`config.mk`:
```
export PLATFORM = sky130hd
export DESIGN_NAME = gpx_core
export DESIGN_NICKNAME = d
export VERILOG_FILES = /design/src/rtl/gpx_pkg.sv /design/src/rtl/gpx_bus_port.sv /design/src/rtl/gpx_busy_timer.sv /design/src/rtl/gpx_in_sync.sv /design/src/rtl/gpx_pin_bank.sv /design/src/rtl/gpx_core.sv
export SDC_FILE = /design/constraint.sdc
export NUM_CORES = 1
export LEC_CHECK = 0
export ABC_AREA = 1
export CORE_AREA = 2 2 134 149
export DETAILED_ROUTE_END_ITERATION = 10
export DIE_AREA = 0 0 136 151
export GPL_TIMING_DRIVEN = 0
export PLACE_DENSITY = 0.8
export SLEW_MARGIN = 20
export SYNTH_ARGS = -nofsm -noshare
export SYNTH_HDL_FRONTEND = slang
export SYNTH_SLANG_ARGS = --single-unit
export TNS_END_PERCENT = 5
```
`constraint.sdc`:
```
create_clock -name clk -period 3.5 [get_ports clk]
set_input_delay 0.35 -clock clk [delete_from_list [all_inputs] [get_ports clk]]
set_output_delay 0.35 -clock clk [all_outputs]
set_load 0.005 [all_outputs]
```
`src/rtl/gpx_pkg.sv`:
```
package gpx_pkg;

    localparam int GRP_W    = 8;
    localparam int NUM_GRP  = 3;
    localparam int MAIN_GRP = 2;
    localparam int PIN_N    = GRP_W * NUM_GRP;
    localparam int GSEL_W   = 2;
    localparam logic [7:0] NUM_GRP_B = 8'(NUM_GRP);

    // register map
    localparam logic [7:0] A_IDENT = 8'h00;
    localparam logic [7:0] A_VMAJ  = 8'h01;
    localparam logic [7:0] A_VMIN  = 8'h02;
    localparam logic [7:0] A_SYS   = 8'h40;
    localparam logic [7:0] A_STATE = 8'h10;
    localparam logic [7:0] A_DIR   = 8'h60;
    localparam logic [7:0] A_TYPE  = 8'h64;
    localparam logic [7:0] A_BIAS  = 8'h68;
    localparam logic [7:0] A_SET   = 8'h6C;
    localparam logic [7:0] A_CLR   = 8'h70;

    localparam int SYS_MAIN_BIT = 0;
    localparam int SYS_ALT_BIT  = 3;
    localparam int SYS_RST_BIT  = 7;

    typedef enum logic [3:0] {
        FN_NONE, FN_IDENT, FN_VMAJ, FN_VMIN, FN_SYS, FN_STATE,
        FN_DIR, FN_TYPE, FN_BIAS, FN_SET, FN_CLR
    } gpx_fn_e;

    typedef struct packed {
        gpx_fn_e             fn;
        logic [GSEL_W-1:0]   grp;
    } gpx_dec_t;

    typedef struct packed {
        logic       wr;
        logic       rd;
        gpx_dec_t   dec;
        logic [7:0] data;
    } gpx_acc_t;

    function automatic logic gpx_in_bank(input logic [7:0] a, input logic [7:0] base);
        return (a >= base) && ((a - base) < NUM_GRP_B);
    endfunction

    function automatic gpx_dec_t gpx_decode(input logic [7:0] a);
        gpx_dec_t   d;
        logic [7:0] off;
        d.fn = FN_NONE;
        off  = '0;
        case (a)
            A_IDENT: d.fn = FN_IDENT;
            A_VMAJ:  d.fn = FN_VMAJ;
            A_VMIN:  d.fn = FN_VMIN;
            A_SYS:   d.fn = FN_SYS;
            default: begin
                if (gpx_in_bank(a, A_STATE)) begin
                    d.fn = FN_STATE; off = a - A_STATE;
                end else if (gpx_in_bank(a, A_DIR)) begin
                    d.fn = FN_DIR;   off = a - A_DIR;
                end else if (gpx_in_bank(a, A_TYPE)) begin
                    d.fn = FN_TYPE;  off = a - A_TYPE;
                end else if (gpx_in_bank(a, A_BIAS)) begin
                    d.fn = FN_BIAS;  off = a - A_BIAS;
                end else if (gpx_in_bank(a, A_SET)) begin
                    d.fn = FN_SET;   off = a - A_SET;
                end else if (gpx_in_bank(a, A_CLR)) begin
                    d.fn = FN_CLR;   off = a - A_CLR;
                end
            end
        endcase
        d.grp = off[GSEL_W-1:0];
        return d;
    endfunction

    // byte of a per-pin vector that belongs to one group
    function automatic logic [GRP_W-1:0] gpx_pick(input logic [PIN_N-1:0] v,
                                                   input logic [GSEL_W-1:0] g);
        return GRP_W'(v >> (int'(g) * GRP_W));
    endfunction

endpackage

```
`src/rtl/gpx_bus_port.sv`:
```
module gpx_bus_port
    import gpx_pkg::*;
(
    input  logic       clk,
    input  logic       rst,
    input  logic [7:0] addr,
    input  logic       first,
    input  logic       wr,
    input  logic       rd,
    input  logic [7:0] wdata,
    output gpx_acc_t   acc
);
    logic [7:0] ptr_q;
    logic [7:0] eff;

    assign eff = first ? addr : ptr_q;

    // pointer steps past every byte touched, read or write
    always_ff @(posedge clk) begin
        if (rst) begin
            ptr_q <= '0;
        end else if (wr || rd) begin
            ptr_q <= eff + 8'd1;
        end
    end

    always_comb begin
        acc.wr   = wr;
        acc.rd   = rd && !wr;
        acc.dec  = gpx_decode(eff);
        acc.data = wdata;
    end
endmodule

```
`src/rtl/gpx_busy_timer.sv`:
```
module gpx_busy_timer #(
    parameter int CYCLES = 2_500_000
) (
    input  logic clk,
    input  logic rst,
    input  logic start,
    output logic busy
);
    localparam int            CW   = $clog2(CYCLES + 1);
    localparam logic [CW-1:0] LOAD = CW'(CYCLES);

    logic [CW-1:0] cnt_q;

    always_ff @(posedge clk) begin
        if (rst) begin
            cnt_q <= '0;
        end else if (start) begin
            cnt_q <= LOAD;
        end else if (cnt_q != '0) begin
            cnt_q <= cnt_q - 1'b1;
        end
    end

    assign busy = (cnt_q != '0);
endmodule

```
`src/rtl/gpx_in_sync.sv`:
```
module gpx_in_sync #(
    parameter int W = 24
) (
    input  logic         clk,
    input  logic         rst,
    input  logic [W-1:0] pins,
    input  logic [W-1:0] mask,
    output logic [W-1:0] state
);
    logic [W-1:0] meta_q;
    logic [W-1:0] sync_q;
    logic [W-1:0] state_q;

    always_ff @(posedge clk) begin
        if (rst) begin
            meta_q  <= '0;
            sync_q  <= '0;
            state_q <= '0;
        end else begin
            meta_q  <= pins;
            sync_q  <= meta_q;
            state_q <= sync_q & mask;
        end
    end

    assign state = state_q;
endmodule

```
`src/rtl/gpx_pin_bank.sv`:
```
module gpx_pin_bank
    import gpx_pkg::*;
(
    input  logic              clk,
    input  logic              rst,
    input  logic              clear,
    input  logic              wr_en,
    input  gpx_fn_e           fn,
    input  logic [GSEL_W-1:0] grp,
    input  logic [GRP_W-1:0]  data,
    output logic [PIN_N-1:0]  dir,
    output logic [PIN_N-1:0]  typ,
    output logic [PIN_N-1:0]  bias,
    output logic [PIN_N-1:0]  outv
);
    for (genvar g = 0; g < NUM_GRP; g++) begin : g_grp
        logic [GRP_W-1:0] dir_r, typ_r, bias_r, out_r;
        logic             hit;

        assign hit = wr_en && (grp == GSEL_W'(g));

        always_ff @(posedge clk) begin
            if (rst || clear) begin
                dir_r  <= '0;
                typ_r  <= '0;
                bias_r <= '0;
                out_r  <= '0;
            end else if (hit) begin
                case (fn)
                    FN_DIR:  dir_r  <= data;
                    FN_TYPE: typ_r  <= data;
                    FN_BIAS: bias_r <= data;
                    FN_SET:  out_r  <= out_r | data;
                    FN_CLR:  out_r  <= out_r & ~data;
                    default: ;
                endcase
            end
        end

        assign dir [g*GRP_W +: GRP_W] = dir_r;
        assign typ [g*GRP_W +: GRP_W] = typ_r;
        assign bias[g*GRP_W +: GRP_W] = bias_r;
        assign outv[g*GRP_W +: GRP_W] = out_r;
    end
endmodule

```
`src/rtl/gpx_core.sv`:
```
module gpx_core
    import gpx_pkg::*;
#(
    parameter int         RST_CYCLES = 2_500_000,
    parameter logic [7:0] VER_MAJOR  = 8'h01,
    parameter logic [7:0] VER_MINOR  = 8'h00,
    parameter logic [6:0] ADDR7_BASE = 7'h42
) (
    input  logic             clk,
    input  logic             rst,
    input  logic             addr_strap,
    input  logic [7:0]       reg_addr,
    input  logic             reg_first,
    input  logic             reg_wr,
    input  logic             reg_rd,
    input  logic [7:0]       reg_wdata,
    output logic [7:0]       reg_rdata,
    input  logic [PIN_N-1:0] pin_in,
    output logic [PIN_N-1:0] pin_oe,
    output logic [PIN_N-1:0] pin_out,
    output logic [PIN_N-1:0] pin_pu,
    output logic [PIN_N-1:0] pin_pd,
    output logic             busy
);
    gpx_acc_t         acc;
    logic             wr_ok;
    logic             sys_hit;
    logic             soft_rst;
    logic             en_main_q, en_alt_q;
    logic [PIN_N-1:0] grp_en;
    logic [PIN_N-1:0] dir, typ, bias, outv, state;
    logic [7:0]       rd_val;
    logic [7:0]       rdata_q;
    logic [7:0]       ident;
    logic [7:0]       sys_val;

    gpx_bus_port u_port (
        .clk   (clk),
        .rst   (rst),
        .addr  (reg_addr),
        .first (reg_first),
        .wr    (reg_wr),
        .rd    (reg_rd),
        .wdata (reg_wdata),
        .acc   (acc)
    );

    assign wr_ok    = acc.wr && !busy;
    assign sys_hit  = wr_ok && (acc.dec.fn == FN_SYS);
    assign soft_rst = sys_hit && acc.data[SYS_RST_BIT];

    always_ff @(posedge clk) begin
        if (rst || soft_rst) begin
            en_main_q <= 1'b0;
            en_alt_q  <= 1'b0;
        end else if (sys_hit) begin
            en_main_q <= acc.data[SYS_MAIN_BIT];
            en_alt_q  <= acc.data[SYS_ALT_BIT];
        end
    end

    gpx_busy_timer #(.CYCLES(RST_CYCLES)) u_timer (
        .clk   (clk),
        .rst   (rst),
        .start (soft_rst),
        .busy  (busy)
    );

    gpx_pin_bank u_bank (
        .clk   (clk),
        .rst   (rst),
        .clear (soft_rst),
        .wr_en (wr_ok),
        .fn    (acc.dec.fn),
        .grp   (acc.dec.grp),
        .data  (acc.data),
        .dir   (dir),
        .typ   (typ),
        .bias  (bias),
        .outv  (outv)
    );

    // per-group enable fanned out to pins
    for (genvar g = 0; g < NUM_GRP; g++) begin : g_en
        if (g < MAIN_GRP) begin : g_main
            assign grp_en[g*GRP_W +: GRP_W] = {GRP_W{en_main_q}};
        end else begin : g_alt
            assign grp_en[g*GRP_W +: GRP_W] = {GRP_W{en_alt_q}};
        end
    end

    gpx_in_sync #(.W(PIN_N)) u_sync (
        .clk   (clk),
        .rst   (rst),
        .pins  (pin_in),
        .mask  (grp_en),
        .state (state)
    );

    // pad drive: open-drain outputs only enable while pulling low
    assign pin_oe  = grp_en & dir & (~typ | ~outv);
    assign pin_out = grp_en & dir & ~typ & outv;
    assign pin_pu  = grp_en & ~dir & typ & bias;
    assign pin_pd  = grp_en & ~dir & typ & ~bias;

    assign ident = ~{ADDR7_BASE[6:1], ADDR7_BASE[0] | addr_strap, 1'b0};

    always_comb begin
        sys_val               = '0;
        sys_val[SYS_MAIN_BIT] = en_main_q;
        sys_val[SYS_ALT_BIT]  = en_alt_q;
    end

    always_comb begin
        case (acc.dec.fn)
            FN_IDENT: rd_val = ident;
            FN_VMAJ:  rd_val = VER_MAJOR;
            FN_VMIN:  rd_val = VER_MINOR;
            FN_SYS:   rd_val = sys_val;
            FN_STATE: rd_val = gpx_pick(state, acc.dec.grp);
            FN_DIR:   rd_val = gpx_pick(dir, acc.dec.grp);
            FN_TYPE:  rd_val = gpx_pick(typ, acc.dec.grp);
            FN_BIAS:  rd_val = gpx_pick(bias, acc.dec.grp);
            FN_SET,
            FN_CLR:   rd_val = gpx_pick(outv, acc.dec.grp);
            default:  rd_val = '0;
        endcase
    end

    always_ff @(posedge clk) begin
        if (rst) begin
            rdata_q <= '0;
        end else if (acc.rd) begin
            rdata_q <= rd_val;
        end
    end

    assign reg_rdata = rdata_q;
endmodule

```
* Word-level counts from Yosys, hierarchy flattened
Cells that the tools add are included.
** Storage, ports and cells
- Register bits :: 208
- Logic and storage cells :: 140
- Input port bits :: 46
** Cells by class
- $add $sub $neg :: 8
- Reduce and logical (&&, ||, !) cells :: 37
- Shift-type cells :: 5
- Bitwise operators :: 22
- Muxes and demuxes :: 21
- Magnitude comparators :: 12
- Eq/ne operators :: 14
** Operators with widths (count)
- $and 24x24->24 :: 9
- $shr 24x5->8 :: 5
- $not 24->24 :: 4
- $pmux 8 s8 :: 1
- $lt 8x2->1 const B :: 6
- $pmux 8 s2 :: 3
- $mux 22 :: 2
- $ge 8x7->1 const B :: 5
- $sub 8x7->8 const B :: 5
- $and 8x8->8 :: 3
- $mux 4 :: 6
- $or 24x24->24 :: 1
- $or 8x8->8 :: 3
- $reduce_and 2->1 :: 12
- $reduce_bool 22->1 :: 1
- $sub 22x1->22 const B :: 1
- $eq 4x3->1 const B :: 4
- $not 8->8 :: 2
- $pmux 4 s4 :: 1
- $mux 2 :: 7
- $logic_and 1x1->1 :: 13
- $eq 4x4->1 const B :: 3
- $add 8x1->8 const B :: 1
- $eq 8x1->1 const B :: 1
- 16 further kinds :: 20

* Longest topological paths before layout
- Depth after elaboration :: 15
- Depth in mapped cells :: 26
- Depth with buffers taken out :: 22

* Cells and area by module
A second synthesis with hierarchy kept.
** Second synthesis, totals
- Cell total of the unflattened synthesis :: 1634
- Area total of the unflattened synthesis :: 10845.4 um^2
** Modules (own cells, without submodules)
- gpx_pin_bank :: sequential area each 1921.8 um^2, times used 1, cells an instance 525, area an instance 3794.9 um^2
- gpx_core :: sequential area each 200.2 um^2, times used 1, cells an instance 502, area an instance 2427.3 um^2
- gpx_in_sync :: sequential area each 1441.4 um^2, times used 1, cells an instance 224, area an instance 2072.0 um^2
- gpx_busy_timer :: sequential area each 440.4 um^2, times used 1, cells an instance 203, area an instance 1348.8 um^2
- gpx_bus_port :: sequential area each 160.2 um^2, times used 1, cells an instance 180, area an instance 1202.4 um^2

* Least setup slack after synthesis
OpenSTA, ideal clock, no wires.
- Path type :: in2reg
- Start point :: input port reg_first
- End point :: register rdata_q[4], in the netlist reg_rdata[4]
- Data arrival time :: 2.955 ns
- Buffers on the path :: 4
- Cell stages on the path :: 23
- Path slack :: 0.418 ns
- Library setup time :: 0.128 ns
- Cell sequence :: buf_6 -> inv_4 -> buf_8 -> or2_2 -> o21ai_2 -> inv_1 -> ha_1 -> nor2_2 -> inv_2 -> nor2_2 -> nand3_2 -> buf_6 -> nand2_2 -> inv_1 -> nand2_2 -> buf_2 -> nand3_1 -> nand2_1 -> nand2_1 -> nand2_1 -> nand2_1 -> a21oi_1 -> nor2_1
** Between the ends
- Word-level cells in the longest chain between the ends :: 14
- Elaborated cells between the ends (all ways) :: 60
** RTL lines
- start, declared :: RTL line gpx_core.sv:13 : input logic reg_first,
- $mux 8 (*) :: RTL line gpx_bus_port.sv:16 : assign eff = first ? addr : ptr_q;
- branches (longest 12 deep; another with $sub 8x7->8)
- $pmux 8 s8 (*) :: RTL line gpx_core.sv:115 : case (acc.dec.fn)
- end signal, assigned :: RTL line gpx_core.sv:134 : rdata_q <= rd_val;
- end, declared :: RTL line gpx_core.sv:33 : logic [7:0] rdata_q;
Every way passes the cells marked *.
A chain may end at the register's enable or synchronous reset.

* Worst setup path in the final report
- Start point :: input port reg_addr[1]
- End point :: register rdata_q[7], in the netlist reg_rdata[7]
** Between the ends
- Word-level cells in the longest chain between the ends :: 14
- Elaborated cells between the ends (all ways) :: 60
** RTL lines
- start, declared :: RTL line gpx_core.sv:12 : input logic [7:0] reg_addr,
- $mux 8 (*) :: RTL line gpx_bus_port.sv:16
- branches (longest 12 deep; another with $sub 8x7->8)
- $pmux 8 s8 (*) :: RTL line gpx_core.sv:115
Marks and branches as above.

==> results.ini <==
[placed_design]
portBuffers = 144
dp_cells = 1928
hpwl_um = 24000
gp_congestion = 0.956

[hold_path]
hp-class = primary input to flip-flop
min_from = pin_in[20]
hold_end = u_sync.meta_q[20]$_SDFF_PP0_
hold_depth = 3

[sta]
skew_ps = 9.59
hold_violations = 0
period_needed_ps = 3340
fmax_ghz = 0.299
slew_headroom_pct = 46.7
setup_violations = 0
rsz0062_at_grt = false
final.period_utilization_pct = 95.5
report.final.slew_viol_count = 0
worstMarginPinSlew_ps = 799

[clock_network]
cts.sinks = 208
ctsHtreeMaxLevel = 1
cts_tree = built
clkSlewWorstSetupHoldPaths_ps = 60
cts-root-buf = clkbuf_16
cts-hold-fix-buffers = 0
cts_max_path_buffers = 3
numCtsBuffers = 21
insertion_delay_ps = 500

[power_and_ir_drop]
power_density_nw_per_um2 = 447
vdd_drop_max_v = 0.000359
finalPower_uw = 5710
power.leakage_uw = 0.00486

[synthesis]
avgSynthCellArea_sq_um = 6.73
synth-main-ff-cell = dfxtp_1
ys_seq_elements = 208
synth_edf_count = 0
synthArstFlopShare_pct = 0
synth.distinct_cells = 51
ys_warn_count = 0
ys_seq_area_share_pct = 40.3
synth_nets = 1595
syn_inst = 1537
netlist_area_sq_um = 10300

[setup_path]
ff2ff_setup_slack_ps = 190
critical_path.max_fanout = 10
worstReg2RegEnd = reg_rdata[7]$_SDFFE_PP0P_
required_ps = 3860
worstSetupPathType = primary input to flip-flop
startpoint_type = primary input
ff2ff_path_depth = 18
r2r-start = u_port.ptr_q[1]$_SDFFE_PP0P_
cp-startpoint = reg_addr[1]
arrival_ps = 3700
end_kind = flip-flop

[layout]
nets = 1762
final_cell_mix = 399 x nand2_1, 242 x nor2_1, 208 x dfxtp_1
final_cells = 1962
drive_gt1_share_pct = 8.45
area_delta_synth_final_pct = 23.4
final_common_cell = nand2_1
antennaDiodeCount = 0

[detailed_routing]
wl_per_cell_um = 16.3
num_vias = 10600
post-route-drc-count = 0
first_pass_iters = 5
drt_iter0_drc = 1009
viasPerCell = 5.40
ant_nets = 0
drt_wl_total_um = 31900

[floorplan]
die_x_um = 136
rows = 53
start_util_pct = 54.5
io_pins = 151
die_area_sq_um = 20500
die_h_um = 151
coreArea_sq_um = 19000

[grt]
grtUsageTotal_pct = 31.0
overflow = 0
grt_max_degree = 15
grt_pass1_vias = 9856
antenna_found_initial = 0
grt_pass1_wl_um = 50200

[run_status]
status = finished, final reports clean

[flow_run]
maxCapViolations = 0

-- layer usage --
layer / share of wire, % / vias up / track usage, % / wire length, um
met3: 9.5 / 107 / 5.35 / 3030
met5: 0 / - / 0 / 0
li1: - / 5162 / - / -
met4: 5.4 / 0 / 16.5 / 1740
met2: 45 / 600 / 51.6 / 14500
met1: 40 / 4730 / 38.4 / 12600
-- cell type report --
class,instances,area [sq um]
fill,1706,6200
tap,247,309
timing repair buffer,144,1440
multi-input combinational,1070,5130
buffer,58,304
clock buffer,26,564
clock inverter,8,92.6
inverter,201,759
sequential,208,4160
-- kinds of logic (layout without fill, tap and decap cells) --
logic type	count (synthesis)	in the layout	share of synthesized area, %
adders and majority gates	12	12	1.45
xor gates and xnor gates	12	12	1.02
muxes	1	1	0.0968
buffers and inverters	259	437	10.3
AOI/OAI and AO/OA	224	224	12.4
DFF	208	208	40.3
and+or+nand+nor	821	821	34.5
-- worst max path at each step --
| stage | endpoint | depth (start not counted) | slack [ps] |
|---|---|---|---|
| after detailed placement | reg_rdata[7]$_SDFFE_PP0P_ | 17 | -400 |
| after floorplan | reg_rdata[4]$_SDFFE_PP0P_ | 23 | 420 |
| after CTS | reg_rdata[7]$_SDFFE_PP0P_ | 17 | 110 |
| after global routing | reg_rdata[4]$_SDFFE_PP0P_ | 21 | 10 |
| final | reg_rdata[7]$_SDFFE_PP0P_ | 20 | 160 |
| after global placement | reg_rdata[7]$_SDFFE_PP0P_ | 17 | -420 |
-- where the power goes --
| group | switching (uW) | internal (uW) |
|---|---|---|
| Clock | 927 | 1280 |
| Sequential | 69.8 | 2470 |
| Combinational | 625 | 329 |
| Total | 1620 | 4090 |
-- repair_timing --
item	CTS	global route
gates resized for setup	0	4
endpoints found under the setup margin	0	42
hold endpoints to repair	0	0
setup buffers	0	0
-- critical path, stage by stage --
cell and delay [ps]:
clkdlybuf4s50_1 390, or2_2 310, o21ai_2 200, inv_2 150, ha_1 330, nor2_2 180, inv_2 50, nor2_2 100
nand3_2 90, buf_6 180, nand2_2 80, inv_1 70, nand2_2 150, inv_2 110, nand2_1 100, nand2_1 90
nor3_1 490, nor2_1 80, nand3_1 100, a21oi_1 70
-- Yosys cell counts (7+ instances only) --
| cell type | number | area share [%] |
|---|---|---|
| nand3_1 | 66 | 3.2 |
| o22ai_1 | 16 | 0.97 |
| nor2_2 | 19 | 1.1 |
| a21oi_1 | 140 | 6.8 |
| dfxtp_1 | 208 | 40 |
| buf_2 | 19 | 0.92 |
| nor3b_1 | 12 | 0.87 |
| ha_1 | 12 | 1.5 |
| inv_1 | 180 | 6.5 |
| nor2_4 | 8 | 0.87 |
| nor2_1 | 242 | 8.8 |
| clkbuf_1 | 30 | 1.1 |
| o21ai_0 | 24 | 1.2 |
| nor3_1 | 28 | 1.4 |
| inv_2 | 17 | 0.62 |
| xor2_1 | 7 | 0.59 |
| nand2_2 | 13 | 0.79 |
| a211oi_1 | 11 | 0.80 |
| nand4_1 | 11 | 0.67 |
| nand2_1 | 399 | 14 |
-- per-stage QoR --
step / TNS [ps] / utilization, % / setup slack [ps] / cell area, sq um / hold WS [ps]
finish: 0 / 67.3 / 159 / 12800 / 367
global route: 0 / 67.3 / 14.4 / 12800 / 385
CTS: 0 / 67.2 / 110 / 12800 / 363
detailed placement: -21330 / 63.8 / -399 / 12100 / 393
global placement: -17860 / 63.8 / -423 / 12100 / 393
floorplan: 0 / - / 418 / 10300 / 388
No activity file was read; power rests on OpenSTA's default activity.
